--- config.mk ---
export PLATFORM = sky130hd
export DESIGN_NAME = interval_timer
export DESIGN_NICKNAME = d
export VERILOG_FILES = /design/src/rtl/timer_pkg.sv /design/src/rtl/timer_counter.sv /design/src/rtl/timer_compare.sv /design/src/rtl/timer_pending.sv /design/src/rtl/interval_timer.sv
export SDC_FILE = /design/constraint.sdc
export NUM_CORES = 1
export LEC_CHECK = 0
export ABC_CLOCK_PERIOD_IN_PS = 6100
export BUFFER_PORTS_ARGS = -buffer_cell sky130_fd_sc_hd__buf_2
export CORE_MARGIN = 10
export CORE_UTILIZATION = 40
export CTS_BUF_LIST = sky130_fd_sc_hd__clkbuf_4
export DETAILED_ROUTE_END_ITERATION = 6
export PLACE_DENSITY = 0.59
export SYNTH_ARGS = -nofsm -noshare
export SYNTH_HDL_FRONTEND = slang
export SYNTH_SLANG_ARGS = --single-unit
--- constraint.sdc ---
create_clock -name clk -period 6.1 [get_ports clk]
set_input_delay 0.61 -clock clk [delete_from_list [all_inputs] [get_ports clk]]
set_output_delay 0.61 -clock clk [all_outputs]
set_load 0.01 [all_outputs]
--- src/rtl/timer_pkg.sv ---
package timer_pkg;
    localparam int CMP_W = 32;
    typedef logic [CMP_W-1:0] cmp_t;

    typedef struct packed {
        cmp_t cmp;
    } cmp_state_t;

    typedef struct packed {
        logic pend;
    } pend_state_t;
endpackage

--- src/rtl/timer_counter.sv ---
module timer_counter #(
    parameter int CNT_W = 64
) (
    input  logic             clk,
    input  logic             rst_n,
    output logic [CNT_W-1:0] cnt
);
    typedef struct packed {
        logic [CNT_W-1:0] cnt;
    } cnt_state_t;

    cnt_state_t st_d, st_q;

    always_comb begin
        st_d     = st_q;
        st_d.cnt = st_q.cnt + {{(CNT_W-1){1'b0}}, 1'b1};
    end

    always_ff @(posedge clk) begin
        if (!rst_n) st_q <= '0;
        else        st_q <= st_d;
    end

    assign cnt = st_q.cnt;
endmodule

--- src/rtl/timer_compare.sv ---
module timer_compare
    import timer_pkg::*;
(
    input  logic clk,
    input  logic rst_n,
    input  logic wr_en,
    input  cmp_t wr_data,
    input  cmp_t cnt_low,
    output logic match
);
    cmp_state_t st_d, st_q;
    cmp_t       cmp_eff;

    always_comb begin
        st_d     = st_q;
        cmp_eff  = wr_en ? wr_data : st_q.cmp;
        st_d.cmp = cmp_eff;
        match    = (cnt_low == cmp_eff);
    end

    always_ff @(posedge clk) begin
        if (!rst_n) st_q.cmp <= '1;
        else        st_q     <= st_d;
    end
endmodule

--- src/rtl/timer_pending.sv ---
module timer_pending
    import timer_pkg::*;
(
    input  logic clk,
    input  logic rst_n,
    input  logic match,
    input  logic pend_clr,
    input  logic wr_en,
    input  logic irq_en,
    output logic pending,
    output logic irq
);
    pend_state_t st_d, st_q;

    always_comb begin
        st_d      = st_q;
        st_d.pend = match | (st_q.pend & ~pend_clr & ~wr_en);
    end

    always_ff @(posedge clk) begin
        if (!rst_n) st_q <= '0;
        else        st_q <= st_d;
    end

    assign pending = st_q.pend;
    assign irq     = st_q.pend & irq_en;
endmodule

--- src/rtl/interval_timer.sv ---
module interval_timer
    import timer_pkg::*;
#(
    parameter int CNT_W = 64
) (
    input  logic             clk,
    input  logic             rst_n,
    input  logic             rd_en,
    output logic [CNT_W-1:0] rd_data,
    input  logic             wr_en,
    input  logic [31:0]      wr_data,
    input  logic             irq_en,
    input  logic             pend_clr,
    output logic             pending,
    output logic             irq
);
    logic [CNT_W-1:0] cnt;
    cmp_t             cnt_low;
    logic             match;

    timer_counter #(.CNT_W(CNT_W)) u_cnt (
        .clk   (clk),
        .rst_n (rst_n),
        .cnt   (cnt)
    );

    generate
        if (CNT_W == CMP_W) begin : g_narrow
            assign cnt_low = cnt;
        end else begin : g_wide
            assign cnt_low = cnt[CMP_W-1:0];
        end
    endgenerate

    timer_compare u_cmp (
        .clk     (clk),
        .rst_n   (rst_n),
        .wr_en   (wr_en),
        .wr_data (wr_data),
        .cnt_low (cnt_low),
        .match   (match)
    );

    timer_pending u_pend (
        .clk      (clk),
        .rst_n    (rst_n),
        .match    (match),
        .pend_clr (pend_clr),
        .wr_en    (wr_en),
        .irq_en   (irq_en),
        .pending  (pending),
        .irq      (irq)
    );

    assign rd_data = rd_en ? cnt : '0;
endmodule

==> results of run 1 <==
[final cells by class]
cell class                 count  area share (%)
inverter                       9          0.6139
tap                          147           3.342
sequential                    97           35.29
clock buffer                   9           1.228
timing repair buffer         104           9.504
clock inverter                 7           1.000
multi-input combinational    425           49.02
[critical path: stages, from the launching register on]
cell and delay (ps):
dfxtp_1 520, nand4_2 200, nor4_4 400, nand4_1 800
nor4_1 630, xnor2_1 170, nor2_1 50
[path summary, 6_finish.rpt]
| kind | cells after the start | end | slack (ps) |
|---|---|---|---|
| hold / removal | 3 | u_cmp.st_q[23] | 410 |
| setup reg to reg | 6 | u_cnt.cnt[62] | 3170 |
| setup / recovery | 6 | u_cnt.cnt[62] | 3170 |
| hold reg to reg | 2 | u_cnt.cnt[63] | 510 |
[flip-flops by register name, indices dropped and copies added, names as in the netlist]
name and flops:
u_pend.pending 1, u_cmp.st_q 32, u_cnt.cnt 64
[logic make-up after synthesis]
logic type | Yosys count | synth area share (%)
AOI/OAI and AO/OA | 27 | 2.804
buffers and inverters | 46 | 3.738
adders and majority gates | 1 | 0.2596
and+or+nand+nor | 284 | 31.54
xor gates and xnor gates | 81 | 14.72
DFF | 97 | 40.29
muxes | 32 | 6.646
[stage by stage]
stage / instances / instance area (µm²) / hold slack, ps / power, W
2_1_floorplan: 568 / 4820 / 453.6 / 0.0007233
3_3_place_gp: 782 / 5380 / 468.7 / 0.0007502
3_5_place_dp: 782 / 5380 / 481.7 / 0.0007508
4_1_cts: 798 / 5503 / 377.5 / 0.001072
5_1_grt: 798 / 5503 / 372.6 / 0.001109
6_report: 798 / 5503 / 406.0 / 0.001058
[layout by cell type, fill, tap and decap left out, types with 2 or more instances in the layout]
cell,count
o21ai_0,13
xor2_1,31
a21oi_1,14
or3_1,14
nor2_1,58
nor3_1,13
clkbuf_4,9
xnor2_1,50
dfxtp_1,97
nor4b_1,2
clkinv_4,2
nand4_1,21
nand4_2,2
and3_1,8
and2_1,70
nor4_1,16
nand3_1,14
mux2i_1,32
buf_2,103
and4_1,6
clkinv_2,2
nand2_1,55
inv_1,8
[power breakdown]
group / internal [W] / total, W / switching (W)
Clock: 0.0000883 / 0.000322 / 0.000234
Sequential: 0.000648 / 0.000654 / 0.00000597
Combinational: 0.0000329 / 0.0000820 / 0.0000491
Total: 0.000769 / 0.00106 / 0.000289
[metal layers]
layer,vias to the layer above,part of all wire [%]
met5,-,0
met4,0,1.5
met3,12,6.1
met2,101,43
met1,1832,50
li1,2045,-
==> key figures, run 1 <==
Detailed routing
  – Final ANT Viol Nets: 0
  – DR pass1 iterations: 4
  – Starting DRC count in detailed routing: 220
  – Drt drc: 0
  – Wirelength per Cell: ~16 µm
  – Post-DR vias/cell: 5.000
  – Total number of vias: 3990
  – Post-Route WL: 12.38 mm

Job
  – Max cap viols: 0

Cells and area
  – Area of the multi-input gates: ~2700 µm²
  – Number of antenna repair diodes: 0
  – Layout cell share with drive strength beyond 1: 19.51%
  – # fillers: 1196
  – Core occupancy in the finished layout: 46.20%
  – Nets: 685
  – Register area: between 1500 and 2000 µm²
  – Area grow syn2layout: 14.17%

Clocking
  – Clk slew on worst S/H paths: 160 ps
  – CTS tree: yes
  – Total clock buffers created by CTS: 9
  – Hold buffer count at CTS: 0
  – H-tree Lvls: 3
  – Insertion delay to the later sink of the worst-skew pair: 470 ps
  – # Post-CTS Setup Buffers: 0
  – Longest Clk Path Bufs: 2
  – Post_cts resized: 0
  – Root Driver: clkbuf_4
  – Sink Count: 97

Yosys
  – Yosys top cell by area: dfxtp_1
  – Top-count cell post-synth: dfxtp_1
  – Yosys cell types: 28
  – Commonest cells post-synth: dfxtp_1, and2_1, nor2_1
  – Sequential fraction of the synthesis area: 40.29%
  – FF+latch count, synth: 97
  – EDFF count, synth: 0
  – Top cell type's share of synthesized area: between 40% and 50%
  – Syn Nets: 607
  – Top FF cell, synth: dfxtp_1
  – Cells after Synth: 568
  – Synth Warn #: 0
  – Syn avg cell area: 8.485 µm²
  – Ranking of synthesized cells by area: dfxtp_1, and2_1, xnor2_1, mux2i_1, xor2_1
  – Async S/R FF share, synth: 0%
  – Synth Cell Area: between 4000 and 5000 µm²

Setup path
  – Crit path from: u_cnt.cnt[17]
  – R2r startpoint: u_cnt.cnt[17]
  – CP Launch Type: flop
  – CP endpoint kind: flop
  – Critical Path RT: 6430 ps
  – Critical Path AT: 3250 ps
  – Max FO, Critical Path: 22
  – CP Class: flop to flop

Worst hold path
  – HP Class: input pin to flop
  – Hold_sp: wr_data[23]

Power
  – PwrDens: 192.2 nW/µm²
  – VDD IR max: roughly 0.11 mV
  – Pleak: 2.323 nW

Placement
  – HPWL after DPL: roughly 9 mm
  – Pre-CTS setup slack: 3200 ps
  – Port bufs: between 100 and 150
  – Gpl congestion: 0.8396

Global route
  – GR Util met3: 4.381%
  – First-pass GRT wire length: roughly 20 mm
  – Met1 Use GR: 19.28%
  – Busiest layer in global routing: met2
  – Largest net degree at the start of global routing: 65
  – GR Util All Layers: 14.69%
  – Met2 Usage GRT: 22.98%
  – Initial antenna violation count: 0
  – Number of global-route vias before repair: 3936
  – Gr ovfl total: 0

Timing
  – Setup TNS: 0 ps
  – Clock Skew: 16.25 ps
  – RSZ-0062 raised after global routing: no
  – Fin crit share: 47.97%
  – Final hold vios: 0
  – Setup-failing EPs final: 0
  – Worst slew pin tran: 1113 ps
  – Worst rel slew slack: between 20% and 30%
  – Max Fclk: 341.7 MHz
  – Final setup margin: 3174 ps
  – Max Slew Vio Count: 0
  – Min Tclk post-route: 2926 ps

Die
  – Std-Cell Rows: 40
  – IO Pins: 104
  – Die height: 129.8 µm
  – DIE AREA: 16840 µm²
  – Initial core utilization: roughly two fifths
  – Core area: 11910 µm²
  – DIE WIDTH: 129.8 µm

Run status
  – Status: completed
Note: power is estimated with default switching activity, not from simulation.
==> run 2: changes to the inputs <==
--- a/config.mk
+++ b/config.mk
@@ -5,7 +5,7 @@
 export SDC_FILE = /design/constraint.sdc
 export NUM_CORES = 1
 export LEC_CHECK = 0
-export ABC_CLOCK_PERIOD_IN_PS = 6100
+export ABC_CLOCK_PERIOD_IN_PS = 2700
 export BUFFER_PORTS_ARGS = -buffer_cell sky130_fd_sc_hd__buf_2
 export CORE_MARGIN = 10
 export CORE_UTILIZATION = 40
==> constraint.sdc (replaced) <==
create_clock -name clk -period 2.7 [get_ports clk]
set_input_delay 0.27 -clock clk [delete_from_list [all_inputs] [get_ports clk]]
set_output_delay 0.27 -clock clk [all_outputs]
set_load 0.01 [all_outputs]
==> run 2 against run 1 <==
  * Highest routed layer unchanged
  * Largest power group unchanged
  * Wire length is 1.1% higher
  * Count of clock-buffer cells in the layout is 3 higher
  * Clock skew is 0.76 ps higher
==> key figures, run 2 (synthesized netlist as in run 1, its figures left out) <==
Run status
  – Status: completed

Cells and area
  – Core occupancy in the finished layout: 47.04%
  – Final instance area: 5603 µm²
  – Nets: 700
  – Commonest non-fill, non-tap cells in the layout: buf_2, dfxtp_1, and2_1
  – Commonest non-fill, non-tap cell in the layout: buf_2
  – Layout cell share with drive strength beyond 1: 20.78%
  – Number of antenna repair diodes: 0
  – Max reg flops: 64
  – Area grow syn2layout: 16.25%

Detailed routing
  – DR pass1 iterations: 4
  – Final ANT Viol Nets: 0
  – Starting DRC count in detailed routing: 274
  – Post-Route WL: roughly 13 mm
  – Post-DR vias/cell: about 5.0
  – Total number of vias: approximately 4000
  – Drt drc: 0
  – Wirelength per Cell: 15.43 µm

Timing
  – Final hold vios: 0
  – Worst rel slew slack: 44.19%
  – Clock Skew: 17.01 ps
  – Fin crit share: 88.99%
  – Max Fclk: approximately 420 MHz
  – Min Tclk post-route: 2403 ps
  – Setup-failing EPs final: 0
  – Setup TNS: 0 ps
  – RSZ-0062 raised after global routing: no
  – Max Slew Vio Count: 0
  – Worst slew pin tran: around 840 ps

Clocking
  – CTS tree: yes
  – Post_cts resized: 0
  – Sink Count: 97
  – Root Driver: clkbuf_4
  – Total clock buffers created by CTS: 9
  – H-tree Lvls: 3
  – Longest Clk Path Bufs: 2
  – Insertion delay to the later sink of the worst-skew pair: between 400 and 500 ps
  – Clk slew on worst S/H paths: 140 ps
  – Hold buffer count at CTS: 0
  – # Post-CTS Setup Buffers: 0

Setup path
  – CP endpoint kind: flop
  – R2R Setup Slk: 300 ps
  – R2r startpoint: u_cnt.cnt[18]
  – CP Class: flop to flop
  – CP Launch Type: flop
  – Critical Path AT: 2810 ps
  – Critical Path RT: 3110 ps
  – Max FO, Critical Path: 9
  – Capturing point of the worst reg2reg path: u_cnt.cnt[63]
  – Path depth of the worst reg2reg path: 6

Worst hold path
  – HP Class: input pin to flop
  – Hold_sp: pend_clr
  – Hold path depth: 3
  – Worst Hold Path EP: u_pend.pending

Power
  – Pleak: 2.394 nW
  – VDD IR max: 0.2163 mV
  – PwrDens: 416.1 nW/µm²

Placement
  – Port bufs: around 100
  – HPWL after DPL: roughly 9 mm
  – Placed cell area: between 5000 and 6000 µm²
  – Gpl congestion: 0.8398

Global route
  – First-pass GRT wire length: a little over 20 mm
  – Largest net degree at the start of global routing: 65
  – Initial antenna violation count: 0
  – Number of global-route vias before repair: 4038
  – Gr ovfl total: 0
  – GR Util All Layers: between 10% and 20%

Job
  – Max cap viols: 0

Die
  – DIE WIDTH: ~130 µm
  – Core area: roughly 12000 µm²
  – IO Pins: approximately 100
  – Die height: 129.8 µm
  – Std-Cell Rows: 40
  – Initial core utilization: 40.46%
  – DIE AREA: roughly 17000 µm²
-- run 2: worst max path at each step --
| stage | start | endpoint | slack (ps) | depth (start not counted) |
|---|---|---|---|---|
| global placement | u_cnt.cnt[18] | u_cnt.cnt[63] | 430 | 6 |
| floorplan | u_cnt.cnt[14] | u_cnt.cnt[63] | 670 | 7 |
| CTS | u_cnt.cnt[18] | u_cnt.cnt[63] | 290 | 6 |
| detailed placement | u_cnt.cnt[18] | u_cnt.cnt[63] | 330 | 6 |
| finish | u_cnt.cnt[18] | u_cnt.cnt[63] | 300 | 6 |
| global route | u_cnt.cnt[18] | u_cnt.cnt[63] | 150 | 6 |
-- run 2: stage by stage --
stage                     std cells  hold slack [ps]  setup WS (ps)  total power (W)
after floorplan                 568            437.9          666.0         0.001634
after global placement          797            467.5          426.0         0.001700
final                           811            59.16          297.3         0.002331
after CTS                       811            42.54          288.6         0.002358
after detailed placement        797            477.8          329.8         0.001703
after global routing            811            42.43          147.4         0.002441
-- run 2: power breakdown --
group / internal [W] / total [W] / switching (W) / leakage (nW)
registers: 0.00146 / 0.00148 / 0.0000148 / 0.789
logic: 0.0000801 / 0.000189 / 0.000109 / 1.55
clock network: 0.000206 / 0.000664 / 0.000458 / 0.0583
total: 0.00175 / 0.00233 / 0.000582 / 2.39
-- run 2: per-layer routing --
metal / track usage (%) / part of all wire (%) / vias to the layer above
met3: 3.854 / 7.3 / 13
li1: - / - / 2072
met2: 23.19 / 44 / 127
met1: 19.38 / 47 / 1828
met4: 5.754 / 1.7 / 0
met5: 0 / 0 / -
-- run 2: layout make-up --
| class | instances | area, µm² |
|---|---|---|
| fill | 1205 | 6309 |
| multi-input combinational | 425 | 2698 |
| sequential | 97 | 1942 |
| timing repair buffer | 119 | 648.1 |
| clock buffer | 12 | 90.09 |
| tap | 147 | 183.9 |
| clock inverter | 2 | 7.507 |
| inverter | 9 | 33.78 |
-- run 2: worst max-delay path: stages (launching register included) --
cell     delay [ps]
dfxtp_1         480
nand4_2         190
nor4_4          430
nand4_2         310
or3_1           430
or3_1           350
a21oi_1         140
==> run 3: changes to the inputs <==
--- a/config.mk
+++ b/config.mk
@@ -8,10 +8,12 @@
 export ABC_CLOCK_PERIOD_IN_PS = 2700
 export BUFFER_PORTS_ARGS = -buffer_cell sky130_fd_sc_hd__buf_2
 export CORE_MARGIN = 10
-export CORE_UTILIZATION = 40
+export CORE_UTILIZATION = 57
 export CTS_BUF_LIST = sky130_fd_sc_hd__clkbuf_4
 export DETAILED_ROUTE_END_ITERATION = 6
-export PLACE_DENSITY = 0.59
+export PLACE_DENSITY = 0.8
+export RECOVER_POWER = 100
 export SYNTH_ARGS = -nofsm -noshare
 export SYNTH_HDL_FRONTEND = slang
+export SYNTH_HIERARCHICAL = 1
 export SYNTH_SLANG_ARGS = --single-unit
==> run 3 against run 2 <==
  * Cell count decreased by 4.3%
  * Wire length decreased by 0.70%
  * Sequential cell count unchanged
  * Final area decreased by 0.25%
  * Register-to-register slack improved by 40 ps
  * Critical path depth increased by 1
  * First-iteration DRC count decreased by 18%
  * Maximum frequency increased by 1.7%
  * Critical path type unchanged
==> key figures, run 3 <==
Run status
  – Status: completed

Power
  – PwrDens: 420.0 nW/µm²
  – VDD IR max: between 0.15 and 0.2 mV
  – Pleak: ~2 nW

Placement
  – HPWL after DPL: just over 9 mm
  – Gpl congestion: 0.8726
  – Dpl cells: 761
  – Port bufs: roughly 100

Setup path
  – CP Launch Type: flop
  – Critical Path AT: 2710 ps
  – Critical Path RT: 3040 ps
  – Crit-path max cell delay: 550 ps
  – Path depth of the worst reg2reg path: 7
  – Critical Path, Cell by Cell: ha_1 > nand4_1 > nor3_1 > buf_4 > nand4_1 > or4_1 > a21oi_1
  – CP endpoint kind: flop
  – Max FO, Critical Path: 11
  – Slowest cell on crit path: or4_1
  – Critical Path Most Common Cell: nand4_1
  – CP Class: flop to flop

Timing
  – Setup TNS: 0 ps
  – RSZ-0062 raised after global routing: no
  – Worst rel slew slack: 18.20%
  – Worst hold slack: a little over 70 ps
  – Setup-failing EPs final: 0
  – Final hold vios: 0
  – Fin crit share: between 80% and 90%
  – Clock Skew: 16.36 ps
  – Min Tclk post-route: 2364 ps
  – Max Fclk: 423.1 MHz
  – Worst slew pin tran: 1227 ps
  – Max Slew Vio Count: 0

Yosys
  – Synth Cell Area: approximately 5000 µm²
  – Async S/R FF share, synth: 0%
  – Sequential fraction of the synthesis area: about 40%
  – Yosys top cell by area: dfxtp_1
  – Cells after Synth: roughly 560
  – Yosys cell types: 38
  – Commonest cells post-synth: dfxtp_1, and2_2, nor2_1
  – Synth Warn #: 6
  – Syn avg cell area: 8.868 µm²
  – FF+latch count, synth: 97
  – Top-count cell post-synth: dfxtp_1
  – EDFF count, synth: 0
  – Syn Nets: 600
  – Top FF cell, synth: dfxtp_1
  – Top cell type's share of synthesized area: 39.03%
  – Ranking of synthesized cells by area: dfxtp_1, and2_2, xnor2_1, xor2_1, mux2i_1

Clocking
  – Sink Count: 97
  – Post_cts resized: 0
  – CTS tree: yes
  – H-tree Lvls: 3
  – Insertion delay to the later sink of the worst-skew pair: 440 ps
  – Root Driver: clkbuf_4
  – Longest Clk Path Bufs: 2
  – Hold buffer count at CTS: 0
  – # Post-CTS Setup Buffers: 0
  – Clk slew on worst S/H paths: 150 ps
  – Total clock buffers created by CTS: 9

Global route
  – First-pass GRT wire length: 21.03 mm
  – GR Util All Layers: 19.18%
  – Gr ovfl total: 0
  – Largest net degree at the start of global routing: 65
  – Number of global-route vias before repair: 4269
  – Initial antenna violation count: 0

Detailed routing
  – Post-DR vias/cell: 5.486
  – Final ANT Viol Nets: 0
  – Total number of vias: around 4300
  – Post-Route WL: 12.43 mm
  – Starting DRC count in detailed routing: 225
  – Wirelength per Cell: around 16 µm
  – DR pass1 iterations: 4
  – Drt drc: 0

Die
  – Std-Cell Rows: 34
  – IO Pins: approximately 100
  – DIE AREA: approximately 13000 µm²
  – Die height: 113.4 µm
  – DIE WIDTH: 113.4 µm
  – Initial core utilization: between 50% and 60%
  – Core area: between 8000 and 9000 µm²

Cells and area
  – Commonest non-fill, non-tap cell in the layout: dfxtp_1
  – Max reg flops: 64
  – Number of antenna repair diodes: 0
  – Nets: 703
  – Commonest non-fill, non-tap cells in the layout: dfxtp_1, clkbuf_1, and2_2
  – Post-Layout Cell Count: between 700 and 800
  – Core occupancy in the finished layout: 65.04%
  – Layout cell share with drive strength beyond 1: 20.66%
  – Area grow syn2layout: 12.35%

Worst hold path
  – HP Class: input pin to flop
  – Hold path depth: 3

Job
  – Max cap viols: 0
## run 3: changes by cell type after synthesis, moves of 7 or more
cell	change
and2_1	-68
and2_2	+65
clkbuf_1	-20
nand4_1	+13
xnor2_1	-9
mux2i_2	+8
nor3_1	-8
a21oi_1	+7
mux2i_1	-7
## run 3: critical path, delay by kind of cell (launching register included)
kind / cells / cell delay, ps
simple gates: 4 / 1140
flops: 1 / 490
fa+ha+maj: 1 / 270
buf+inv: 1 / 220
compound gates: 1 / 150
## run 3: layout make-up
class,count,area [µm²]
flip-flops and latches,97,1942
well taps,108,135.1
clock buffers,10,75.07
fillers,799,3004
inverters,8,30.03
clock inverters,5,33.78
multi-input cells,433,2845
repair buffers,115,528.0
## run 3: cells by family (layout without fill, tap and decap cells)
kind of cell / Yosys count / count (layout) / share of synthesized area [%]
simple gates: 283 / 283 / 32.85
buf+inv: 31 / 138 / 3.320
flops: 97 / 97 / 39.03
xor+xnor: 71 / 71 / 12.50
fa+ha+maj: 1 / 1 / 0.2515
compound gates: 45 / 45 / 4.804
mux: 33 / 33 / 7.244
## run 3: final timing paths
check	endpoint	slack (ps)	from
worst max-delay path	u_cnt/cnt[62]	340	u_cnt/cnt[0]
worst min-delay path	u_cmp/st_q[10]	70	wr_data[10]
worst max register to register	u_cnt/cnt[62]	340	u_cnt/cnt[0]
worst min register to register	u_cmp/st_q[17]	510	u_cmp/st_q[17]
## run 3: layer usage
layer / global-route usage (%) / vias up / share of wire, % / wire (µm)
met1: 25.44 / 1978 / 47 / 5870
met5: 0 / - / 0 / 0
li1: - / 2134 / - / -
met2: 30.45 / 130 / 45 / 5649
met3: 4.094 / 15 / 6.0 / 742
met4: 6.091 / 0 / 1.3 / 167
## run 3: metrics by stage
stage               cell area (µm²)  total power [W]  worst slack, ps
floorplan                      4975         0.001654            740.1
global placement               5593         0.001709            467.7
detailed placement             5593         0.001716            384.0
CTS                            5702         0.002367            363.3
global route                   5589         0.002440            97.57
finish                         5589         0.002347            336.3
## run 3: where the power goes
group          internal [W]  leakage (nW)  switching (W)  total, W
Sequential          0.00146         0.789      0.0000146   0.00148
Clock              0.000194        0.0582       0.000476  0.000670
Combinational     0.0000859          1.20       0.000113  0.000199
Total               0.00174          2.05       0.000604   0.00235
